### config.mk
export PLATFORM = sky130hd
export DESIGN_NAME = lowaddr_guard
export DESIGN_NICKNAME = d
export VERILOG_FILES = /design/src/rtl/lap_pkg.sv /design/src/rtl/lap_window_check.sv /design/src/rtl/lap_prefix_swap.sv /design/src/rtl/lowaddr_guard.sv
export SDC_FILE = /design/constraint.sdc
export NUM_CORES = 1
export LEC_CHECK = 0
export BUFFER_PORTS_ARGS = -buffer_cell sky130_fd_sc_hd__buf_2
export CAP_MARGIN = 20
export CORE_MARGIN = 2
export CORE_UTILIZATION = 52
export DETAILED_ROUTE_END_ITERATION = 10
export PLACE_DENSITY = 0.78
export SYNTH_ARGS = -nofsm -noshare
export SYNTH_HDL_FRONTEND = slang
export SYNTH_SLANG_ARGS = --single-unit
export TNS_END_PERCENT = 1
### constraint.sdc
create_clock -name clk -period 5.3 [get_ports clk]
set_clock_uncertainty 0.05 [all_clocks]
set_input_delay 1.06 -clock clk [delete_from_list [all_inputs] [get_ports clk]]
set_output_delay 1.06 -clock clk [all_outputs]
set_load 0.005 [all_outputs]
### src/rtl/lap_pkg.sv
package lap_pkg;
    localparam int unsigned XLEN      = 64;
    localparam int unsigned PG_BITS   = 12;
    localparam int unsigned LOW_SPAN  = 512;
    localparam int unsigned SWAP_SPAN = 8192;

    typedef enum logic [1:0] {
        ACC_READ  = 2'd0,
        ACC_STORE = 2'd1,
        ACC_FETCH = 2'd2
    } acc_kind_e;

    typedef struct packed {
        logic rd;
        logic wr;
        logic ex;
        logic winv;
    } perm_t;

    localparam logic [XLEN-1:0] TEC_LOAD_MARK  = XLEN'(64'h800);
    localparam logic [XLEN-1:0] TEC_STORE_MARK = XLEN'(64'h400);
    localparam logic [XLEN-1:0] TEC_GUARD_MARK = XLEN'(64'h080);
    localparam int unsigned     TEC_ASC_LSB    = 2;

    function automatic logic [XLEN-1:0] tec_pack(
        input logic [XLEN-1:0] addr,
        input logic [1:0]      asc,
        input logic            is_store,
        input logic            guard_hit
    );
        logic [XLEN-1:0] w;
        w = addr & ~((XLEN'(1) << PG_BITS) - XLEN'(1));
        w = w | (XLEN'(asc) << TEC_ASC_LSB);
        w = w | (is_store ? TEC_STORE_MARK : TEC_LOAD_MARK);
        if (guard_hit) w = w | TEC_GUARD_MARK;
        return w;
    endfunction
endpackage

### src/rtl/lap_window_check.sv
module lap_window_check
    import lap_pkg::*;
#(
    parameter int unsigned AW        = XLEN,
    parameter int unsigned PAGE_BITS = PG_BITS,
    parameter int unsigned LOW_BYTES = LOW_SPAN
) (
    input  logic [AW-1:0] addr,
    input  acc_kind_e     kind,
    input  logic          lap_en,
    input  logic          dat_on,
    input  logic          priv_space,
    output logic          guard_on,
    output logic          low_page,
    output logic          violation
);
    localparam logic [PAGE_BITS-1:0] LOW_LIM = PAGE_BITS'(LOW_BYTES);

    logic in_window;

    always_comb begin
        guard_on  = lap_en && (!dat_on || !priv_space);
        low_page  = (addr >> (PAGE_BITS + 1)) == '0;
        in_window = low_page && (addr[PAGE_BITS-1:0] < LOW_LIM);
        violation = guard_on && in_window && (kind == ACC_STORE);
    end
endmodule

### src/rtl/lap_prefix_swap.sv
module lap_prefix_swap
    import lap_pkg::*;
#(
    parameter int unsigned AW        = XLEN,
    parameter int unsigned SWAP_BYTES = SWAP_SPAN
) (
    input  logic [AW-1:0] raddr,
    input  logic [AW-1:0] prefix,
    output logic [AW-1:0] abs_addr
);
    localparam logic [AW-1:0] WIN = AW'(SWAP_BYTES);

    logic [AW-1:0] delta;

    always_comb begin
        delta = raddr - prefix;
        if (raddr < WIN)
            abs_addr = raddr + prefix;
        else if (raddr >= prefix && delta < WIN)
            abs_addr = delta;
        else
            abs_addr = raddr;
    end
endmodule

### src/rtl/lowaddr_guard.sv
module lowaddr_guard
    import lap_pkg::*;
#(
    parameter int unsigned AW         = XLEN,
    parameter int unsigned PAGE_BITS  = PG_BITS,
    parameter int unsigned LOW_BYTES  = LOW_SPAN,
    parameter int unsigned SWAP_BYTES = SWAP_SPAN
) (
    input  logic          clk,
    input  logic          rst,
    input  logic          req_valid,
    input  logic [63:0]   req_addr,
    input  logic [1:0]    req_kind,
    input  logic [1:0]    req_asc,
    input  logic          lap_en,
    input  logic          dat_on,
    input  logic          priv_space,
    input  logic [63:0]   prefix,
    output logic          rsp_ok,
    output logic          rsp_fault,
    output logic [63:0]   rsp_abs,
    output logic [63:0]   rsp_tec,
    output logic          rsp_rd,
    output logic          rsp_wr,
    output logic          rsp_ex,
    output logic          rsp_winv
);
    acc_kind_e     kind;
    logic          guard_on, low_page, violation;
    logic [AW-1:0] mapped;
    perm_t         perm_n, perm_q;
    logic [AW-1:0] tec_n;

    assign kind = acc_kind_e'(req_kind);

    lap_window_check #(
        .AW(AW), .PAGE_BITS(PAGE_BITS), .LOW_BYTES(LOW_BYTES)
    ) u_win (
        .addr(req_addr), .kind(kind), .lap_en(lap_en), .dat_on(dat_on),
        .priv_space(priv_space), .guard_on(guard_on), .low_page(low_page),
        .violation(violation)
    );

    lap_prefix_swap #(
        .AW(AW), .SWAP_BYTES(SWAP_BYTES)
    ) u_swap (
        .raddr(req_addr), .prefix(prefix), .abs_addr(mapped)
    );

    always_comb begin
        perm_n = '{rd: 1'b1, wr: 1'b1, ex: 1'b1, winv: 1'b0};
        if (guard_on && low_page) perm_n.winv = 1'b1;
        tec_n = tec_pack(req_addr, req_asc, kind == ACC_STORE, 1'b1);
    end

    always_ff @(posedge clk) begin
        if (rst) begin
            rsp_ok    <= 1'b0;
            rsp_fault <= 1'b0;
            rsp_abs   <= '0;
            rsp_tec   <= '0;
            perm_q    <= '0;
        end else begin
            rsp_ok    <= req_valid && !violation;
            rsp_fault <= req_valid && violation;
            if (req_valid && !violation) begin
                rsp_abs <= mapped;
                rsp_tec <= '0;
                perm_q  <= perm_n;
            end else if (req_valid) begin
                rsp_abs <= '0;
                rsp_tec <= tec_n;
                perm_q  <= '0;
            end
        end
    end

    assign rsp_rd   = perm_q.rd;
    assign rsp_wr   = perm_q.wr;
    assign rsp_ex   = perm_q.ex;
    assign rsp_winv = perm_q.winv;


    excl_resp_chk: assert property (@(posedge clk) disable iff (rst)
        !(rsp_ok && rsp_fault));

    one_resp_chk: assert property (@(posedge clk) disable iff (rst)
        req_valid |=> (rsp_ok || rsp_fault));

    idle_resp_chk: assert property (@(posedge clk) disable iff (rst)
        !req_valid |=> !(rsp_ok || rsp_fault));

    guard_off_chk: assert property (@(posedge clk) disable iff (rst)
        (req_valid && !lap_en) |=> !rsp_fault);

    load_no_fault_chk: assert property (@(posedge clk) disable iff (rst)
        (req_valid && req_kind != 2'd1) |=> !rsp_fault);

    tec_mark_chk: assert property (@(posedge clk) disable iff (rst)
        rsp_fault |-> (rsp_tec[7] && rsp_tec[10] && !rsp_tec[11]));

    grant_perm_chk: assert property (@(posedge clk) disable iff (rst)
        rsp_ok |-> (rsp_rd && rsp_wr && rsp_ex));
endmodule

; ---- Word-level counts from Yosys, hierarchy flattened
; Index checks and enable logic that the tools add are counted.
[word_totals]
reg_bits = 134
latch_bits = 0
ram_bits = 0
mem_bits_ro = 0
out_inout_bits = 134
elab_cells = 40
mem_count = 0
[op_classes]
addsub = 2
mul = 0
div = 0
order_cmp = 4
eq_ne = 1
shifts = 0
n_mux = 8
bitwise = 2
n_reduce_logical = 15
[op_table]
columns = operator, count
row1 = two-way mux 64 bit, 4
row2 = < comparator 64 x 14 -> 1 bit (second input constant), 2
row3 = adder 64 bit, 1
row4 = greater-or-equal comparator 64 bit, 1
row5 = zero test 64 bit, 1
row6 = OR 64 x 12 -> 64 bit, 1
row7 = OR 64 x 4 -> 64 bit, 1
row8 = subtractor 64 bit, 1
row9 = < comparator 12 x 10 -> 1 bit (second input constant), 1
row10 = two-way mux 12 bit, 1
row11 = logical AND 1 bit, 8
row12 = two-way mux 4 bit, 2
row13 = zero test 1 bit, 3
row14 = equality test 2 x 1 -> 1 bit (second input constant), 1
row15 = nonzero test 2 bit, 1
row16 = OR reduction 2 bit, 1
row17 = logical OR 1 bit, 1
row18 = two-way mux 1 bit, 1

; ---- Depth between registers and ports, before layout
; Gate-level depths: netlist of run 1.
[depth]
ltp_word = 8
ltp_mapped = 18
depth_no_buf = 16

; ---- By module
; A second synthesis of run 1 with hierarchy kept.
[unflattened]
hier_cells = 2017
hier_area_um2 = 14068.5
[modules_own_cells]
columns = mod, instances, cells_each, area_per_inst_um2, seq_area_each_um2
row1 = lap_prefix_swap, 1, 1505, 9521.6, 0.0
row2 = lowaddr_guard, 1, 489, 4375.4, 2502.4
row3 = lap_window_check, 1, 23, 171.4, 0.0

; ---- Least setup slack after synthesis of run 1
; Ideal clock, no wire load.
[synth_path]
kind = input port to flip-flop
startpoint = input port req_addr[0]
endpoint = register rsp_abs[8]
setup_time_ns = 0.117
t_arrival_ns = 5.068
t_required_ns = 5.133
setup_slack_ns = 0.065
stages = 17
path_buffers = 1
path_cell_list = inv_1 ha_1 inv_1 fa_1 a21oi_1 o221ai_2 nand3_1 nand2_1 a2111o_1 nand2_1 nor4b_1 nand4_1 or4_4 or4_1 buf_2 or4_1 a32o_1
[synth_via]
elab_chain_len = 7
elab_cells_between_ends = 16
classes_between = add/sub (2) / order compare (4) / mux (3) / reduce/logical (7)
[synth_lines]
columns = item, line_no
row1 = "start, declared", lowaddr_guard.sv:12  ; input logic [63:0] req_addr,
row2 = "parallel branches: the longest is 7 deep, another holds subtractor 64 bit", --
row3 = "end signal, assigned", lowaddr_guard.sv:67  ; rsp_abs <= mapped;
row4 = "end, declared", lowaddr_guard.sv:21  ; output logic [63:0] rsp_abs,
; Several ways; the timed one is not identified.
; A chain may end at the register's enable or synchronous reset.

; ---- Worst setup path after layout of run 1
[layout_path]
startpoint = input port prefix[42]
endpoint = register rsp_abs[58]
[layout_via]
elab_chain_len = 6
elab_cells_between_ends = 8
classes_between = add/sub (2) / order compare (2) / mux (3) / reduce/logical (1)
[layout_lines]
columns = item, line_no
row1 = "start, declared", lowaddr_guard.sv:18  ; input logic [63:0] prefix,
row2 = subtractor 64 bit, lap_prefix_swap.sv:16  ; delta = raddr - prefix;
row3 = < comparator 64 x 14 -> 1 bit, lap_prefix_swap.sv:19  ; else if (raddr >= prefix && delta < WIN)
row4 = logical AND 1 bit, lap_prefix_swap.sv:19
row5 = two-way mux 64 bit, lap_prefix_swap.sv:19
row6 = two-way mux 64 bit *, lap_prefix_swap.sv:17  ; if (raddr < WIN)
row7 = two-way mux 64 bit *, lowaddr_guard.sv:66  ; if (req_valid && !violation) begin
; Mark *: on every way between the ends. The rest lies on a longest branch, timed or not.

==> flow_summary.json, run 1 <==
{
  "maxCapViolCount": 0,
  "p_leak_nw": 9.51,
  "viasPerCell": 6.35,
  "place_hpwl_mm": 53.1,
  "placed_area_um2": 19300,
  "slew_headroom_pct": 16.5,
  "n_fill_cell": 2125,
  "die_x_um": 170,
  "die_area_um2": 28900,
  "report.final.slew_viol_count": 0,
  "comb_power_share_pct": 47.3,
  "synth_ff_type": "dfxtp_1",
  "clk_path_buf_depth": 2,
  "core_um2": 27000,
  "regArea_um2": 2500,
  "ys_types": 96,
  "syn_area_um2": 14300,
  "syn2layout_area_growth_pct": 40.0,
  "status": "complete, no violations",
  "clock.fmax_mhz": 194,
  "arrival_ps": 5390,
  "drive_above_1_share_pct": 31.9,
  "syn_inst": 2007,
  "grt_usage_pct": 44.9,
  "grt-ovfl-total": 0,
  "grt_pass1_wl_mm": 101,
  "cts_sinks": 125,
  "cp_data_required_time_ps": 5540,
  "ios": 272,
  "drc": 0,
  "wl_mm": 66.6,
  "clk_latency_ps": 450,
  "finalHoldViolations": 0,
  "seq_area_frac_synth_pct": 17.4,
  "firstDrtPassIters": 6,
  "avgSynthCellArea_um2": 7.15,
  "holdBufCountCts": 0,
  "start_util_pct": 53.1,
  "ant_nets": 0,
  "p_sw_share_pct": 39.1,
  "period_minus_slack_ps": 5150,
  "cts_tree": "done",
  "ys.warnings.count": 0,
  "drt-initial-drc-count": 2288,
  "setup_viol": 0,
  "grt_max_degree": 56,
  "fin_hold_ws_ps": 400,
  "irDropWorstVdd_uv": 201,
  "port_buffers": 264,
  "fin_crit_sh_pct": 97.1,
  "clkPwrFrac_pct": 29.7,
  "h-tree-depth": 4,
  "critPathLaunchType": "primary input",
  "cp_max_fo": 19,
  "place_congestion": 1.10,
  "p_total_mw": 4.33,
  "via_count": 19200,
  "grt_antenna_before_repair": 2,
  "worstHoldPathType": "reg -> reg",
  "cp-end-kind": "flip-flop",
  "rsz0062_at_grt": "no",
  "synth_edf_count": 0,
  "pwr-share-seq_pct": 23.0,
  "numCtsBuffers": 17,
  "p_int_mw": 2.64,
  "detail_route.wl_per_cell_um": 22.0,
  "die_h_um": 170,
  "stdcell_area_um2": 20100,
  "tightest_slew_ps": 1240,
  "grt_pass1_vias": 18500,
  "clk_pin_slew_ps": 60,
  "ys_seq_elements": 125,
  "async_flop_share_pct": 0,
  "row_count": 60,
  "power.density_nw_per_um2": 216,
  "clockRootBuffer": "clkbuf_16",
  "critPathKind": "in -> reg",
  "nets": 2939,
  "p_sw_mw": 1.69,
  "multi_input_area_um2": 10900
}
-- final cells by class --
cell class                 count  share of cell area (%)
clock inverter                12                   0.797
clock buffer                  20                    2.27
tap                          341                    2.12
antenna                        1                  0.0125
timing repair buffer         767                    25.7
multi-input combinational   1631                    54.2
inverter                     130                    2.43
sequential                   125                    12.5
-- synth_stat cells (30+ instances only) --
master	number	share of area [%]
nand4_1	48	2.1
a21oi_1	197	6.9
clkbuf_1	71	1.9
xnor2_1	57	3.5
nor3_1	65	2.3
and2_1	30	1.3
dfxtp_1	125	17
ha_1	127	11
o21ai_0	88	3.1
a31oi_1	34	1.5
nor4_1	39	1.7
inv_1	127	3.3
nor2_1	199	5.2
mux2i_1	49	3.4
nand2_1	147	3.8
nand3_1	64	2.2
-- repair_timing --
action,in CTS,in global routing
setup buffers,0,1
resized for setup,0,16
endpoints found under the setup margin,0,40
-- flip-flops by register name, summed over array words and instances, names as in the netlist --
name	flops
rsp_tec	57
rsp_abs	64
rsp_fault	1
rsp_ok	1
rsp_rd	1
rsp_winv	1
-- placed cells by master (no fill, tap or decap), types with 8 or more instances in the layout --
cell,n
and2_1,30
o2111ai_1,8
nor2_1,197
or4_1,14
nand3_1,64
o21ai_1,12
nor4_1,37
nand2_1,147
or2_2,8
dfxtp_1,125
nor2b_1,24
o211ai_1,17
or3_1,15
o21a_1,20
nor3_1,65
buf_2,263
o31ai_1,25
and3_1,8
xnor2_1,57
buf_4,498
a21boi_0,11
a22oi_1,25
a21o_1,24
o22ai_1,11
o21ai_0,88
a21oi_1,193
inv_1,127
nand4_1,48
a22o_1,17
a31oi_1,34
xor2_1,13
mux2i_1,49
o21bai_1,27
clkbuf_16,17
nand2b_1,23
ha_1,127
a211oi_1,21
a2111oi_0,11
-- layer usage --
| layer | GRT usage, % | part of all wire, % |
|---|---|---|
| met3 | 10.8 | 11 |
| met1 | 56.5 | 40 |
| met2 | 71.9 | 44 |
| met5 | 0 | 0 |
| met4 | 22.0 | 5.0 |
-- worst max-delay path, cell delays in order --
cell,delay (ps)
buf_2,90
inv_1,40
ha_1,360
nand4_1,300
or4_4,530
or3_1,390
o221ai_1,210
nor3_1,90
xnor2_1,140
or4_1,420
nor4b_2,310
buf_4,150
nand4b_1,100
buf_4,160
o41a_2,510
buf_12,210
a32oi_1,220
a21oi_1,100
-- path summary, 6_finish.rpt --
check	from	endpoint	slack [ps]	cells after the start
setup reg to reg	rsp_abs[31]	rsp_abs[31]	4340	3
hold / removal	rsp_tec[43]	rsp_tec[43]	400	1
setup / recovery	prefix[42]	rsp_abs[58]	150	18
hold reg to reg	rsp_tec[43]	rsp_tec[43]	400	1
-- cell families after synthesis --
logic type | count (synthesis) | share of synthesized area [%]
other | 1 | 0.0261
AND/OR/NAND/NOR | 722 | 25.1
flip-flops | 125 | 17.4
buffers and inverters | 257 | 7.51
AO/OA/AOI/OAI | 647 | 30.3
multiplexers | 56 | 3.97
adder cells (fa/ha/maj) | 129 | 11.4
XOR/XNOR | 70 | 4.27
-- stage by stage --
step | worst slack, ps | utilization, % | setup TNS [ps] | instances
after global placement | -290 | 71.6 | -7930 | 2991
after CTS | 10.9 | 73.9 | 0 | 3024
after detailed placement | -433 | 71.6 | -16250 | 2992
after floorplan | 64.7 | - | 0 | 2013
final | 151 | 74.3 | 0 | 3027
after global routing | 0.791 | 74.3 | 0 | 3026
-- power groups by stage --
stage          registers, mW  clock network (mW)  logic, mW
6_report               0.996                1.29       2.05
5_1_grt                0.999                1.32       2.18
4_1_cts                0.995                1.28       1.96
3_5_place_dp            1.02                   0       1.94
3_3_place_gp            1.01                   0       1.91
2_1_floorplan           1.02                   0       1.03
Power figures use the tool's default switching activity.
==> run 2: changes to the inputs <==
--- a/config.mk
+++ b/config.mk
@@ -9,6 +9,7 @@
 export CAP_MARGIN = 20
 export CORE_MARGIN = 2
 export CORE_UTILIZATION = 52
+export CTS_BUF_LIST = sky130_fd_sc_hd__clkbuf_16
 export DETAILED_ROUTE_END_ITERATION = 10
 export PLACE_DENSITY = 0.78
 export SYNTH_ARGS = -nofsm -noshare
==> flow_summary.json, run 2 (synthesis results as in run 1) <==
{
  "status": "complete, no violations",
  "dpl.cell_count": 2992,
  "row_count": 60,
  "core_um2": 27000,
  "period_minus_slack_ps": 5140,
  "hold_path_end": "rsp_abs[4]",
  "crit_path_frequent_cell": "buf_4",
  "crit_family": "simple AND/OR/NAND/NOR gates",
  "fin_hold_ws_ps": 400,
  "worstHoldPathType": "reg -> reg",
  "syn2layout_area_growth_pct": 39.9,
  "drc": 0,
  "p_total_mw": 4.29,
  "fin_crit_sh_pct": 97.0,
  "wl_mm": 66.0,
  "rr_startpoint": "rsp_abs[21]",
  "setup_viol": 0,
  "rr_endpoint": "rsp_abs[21]",
  "power.density_nw_per_um2": 214,
  "stdcell_area_um2": 20100,
  "place_hpwl_mm": 53.1,
  "grt_usage_pct": 44.6,
  "final_cells": 3028,
  "tightest_slew_ps": 1190,
  "drive_above_1_share_pct": 31.9,
  "start_util_pct": 53.1,
  "grt_max_degree": 56,
  "rrSetupSlack_ps": 4340,
  "h-tree-depth": 4,
  "grt_antenna_before_repair": 2,
  "grt_pass1_vias": 18300,
  "irDropWorstVdd_uv": 193,
  "hold_path_depth": 2,
  "grt_pass1_wl_mm": 101,
  "path_buf_inv": 5,
  "worstPathCellList": "buf_2 > inv_1 > ha_1 > nand4_1 > or4_4 > or3_1 > nor4_2 > nor3_1 > xnor2_1 > or4_1 > nor4b_2 > buf_4 > nand4b_1 > buf_4 > o41a_2 > buf_12 > a32oi_1 > a21oi_1",
  "slew_headroom_pct": 19.9,
  "finalHoldViolations": 0,
  "cts_sinks": 125,
  "r2r_cells": 3,
  "slowest_delay_ps": 530,
  "nets": 2940,
  "cts_tree": "done",
  "grt-ovfl-total": 0,
  "clock.fmax_mhz": 195,
  "cp_max_fo": 19,
  "die_x_um": 170,
  "rsz0062_at_grt": "no",
  "place_congestion": 1.10,
  "p_leak_nw": 9.50,
  "report.final.slew_viol_count": 0,
  "maxCapViolCount": 0,
  "cp-end-kind": "flip-flop",
  "setup_ws_ps": 161,
  "slowest_stage": "or4_4",
  "cp_data_required_time_ps": 5540,
  "die_area_um2": 28900,
  "firstDrtPassIters": 5,
  "port_buffers": 264,
  "clk_latency_ps": 430,
  "ios": 272,
  "detail_route.wl_per_cell_um": 21.8,
  "critPathLaunchType": "primary input",
  "final_common_cell": "buf_4",
  "clockRootBuffer": "clkbuf_16",
  "numCtsBuffers": 17,
  "clk_path_buf_depth": 2,
  "largest_reg_flops": 64,
  "placed_area_um2": 19300,
  "top_register": "rsp_abs",
  "largestRegisters": "rsp_abs: 64 flops, rsp_tec: 57 flops",
  "viasPerCell": 6.32,
  "final_cell_mix": "buf_4, buf_2, nor2_1",
  "clk_pin_slew_ps": 60,
  "die_h_um": 170,
  "critPathKind": "in -> reg",
  "min_from": "rsp_abs[4]",
  "holdBufCountCts": 0,
  "via_count": 19100,
  "pre_cts_slack_ps": -433,
  "ant_nets": 0,
  "arrival_ps": 5380,
  "drt-initial-drc-count": 2326
}
run 2: worst max-delay path by stage:
| stage | start | slack (ps) | end | cells after the start |
|---|---|---|---|---|
| floorplan | req_addr[0] | 60 | rsp_abs[8] | 17 |
| global placement | prefix[22] | -290 | rsp_abs[8] | 16 |
| detailed placement | prefix[42] | -430 | rsp_abs[8] | 16 |
| CTS | prefix[42] | 10 | rsp_abs[8] | 16 |
| global route | req_addr[0] | 0.2 | rsp_abs[8] | 19 |
| finish | prefix[42] | 160 | rsp_abs[58] | 18 |
run 2: area by class of cell:
type	count	area [µm²]
Antenna cell	1	2.50
Clock buffer	17	425
Clock inverter	15	171
Fill cell	2119	6960
Inverter	130	488
Multi-Input combinational cell	1631	10900
Sequential cell	125	2500
Tap cell	341	427
Timing Repair Buffer	768	5170
run 2: metal layers:
metal / up-vias / wire length [µm] / GRT usage [%]
met5: - / 0 / 0
met2: 1255 / 29300 / 71.9
li1: 8684 / - / -
met1: 8944 / 26300 / 56.4
met4: 0 / 3150 / 20.7
met3: 239 / 7320 / 10.3
run 2: repair_timing:
action / CTS / global route
setup buffers: 0 / 2
endpoints found under the hold margin: 0 / 0
setup endpoints to repair: 0 / 43
gates resized for setup: 0 / 16
run 2: where the power goes:
part           internal (mW)  switching, mW  leakage [nW]
clock network          0.738          0.513         0.282
registers              0.976         0.0195          1.02
logic                  0.894           1.15          8.20
total                   2.61           1.68          9.50
run 2: worst register-to-register path, stage by stage (launching register included):
cell	delay (ps)
dfxtp_1	310
a22o_1	220
a31oi_1	190
nor2_1	60
run 2: through the flow:
stage	TNS (ps)	util (%)
6_report	0	74.2
5_1_grt	0	74.2
4_1_cts	0	73.8
3_5_place_dp	-16250	71.6
3_3_place_gp	-7930	71.6
2_1_floorplan	0	-
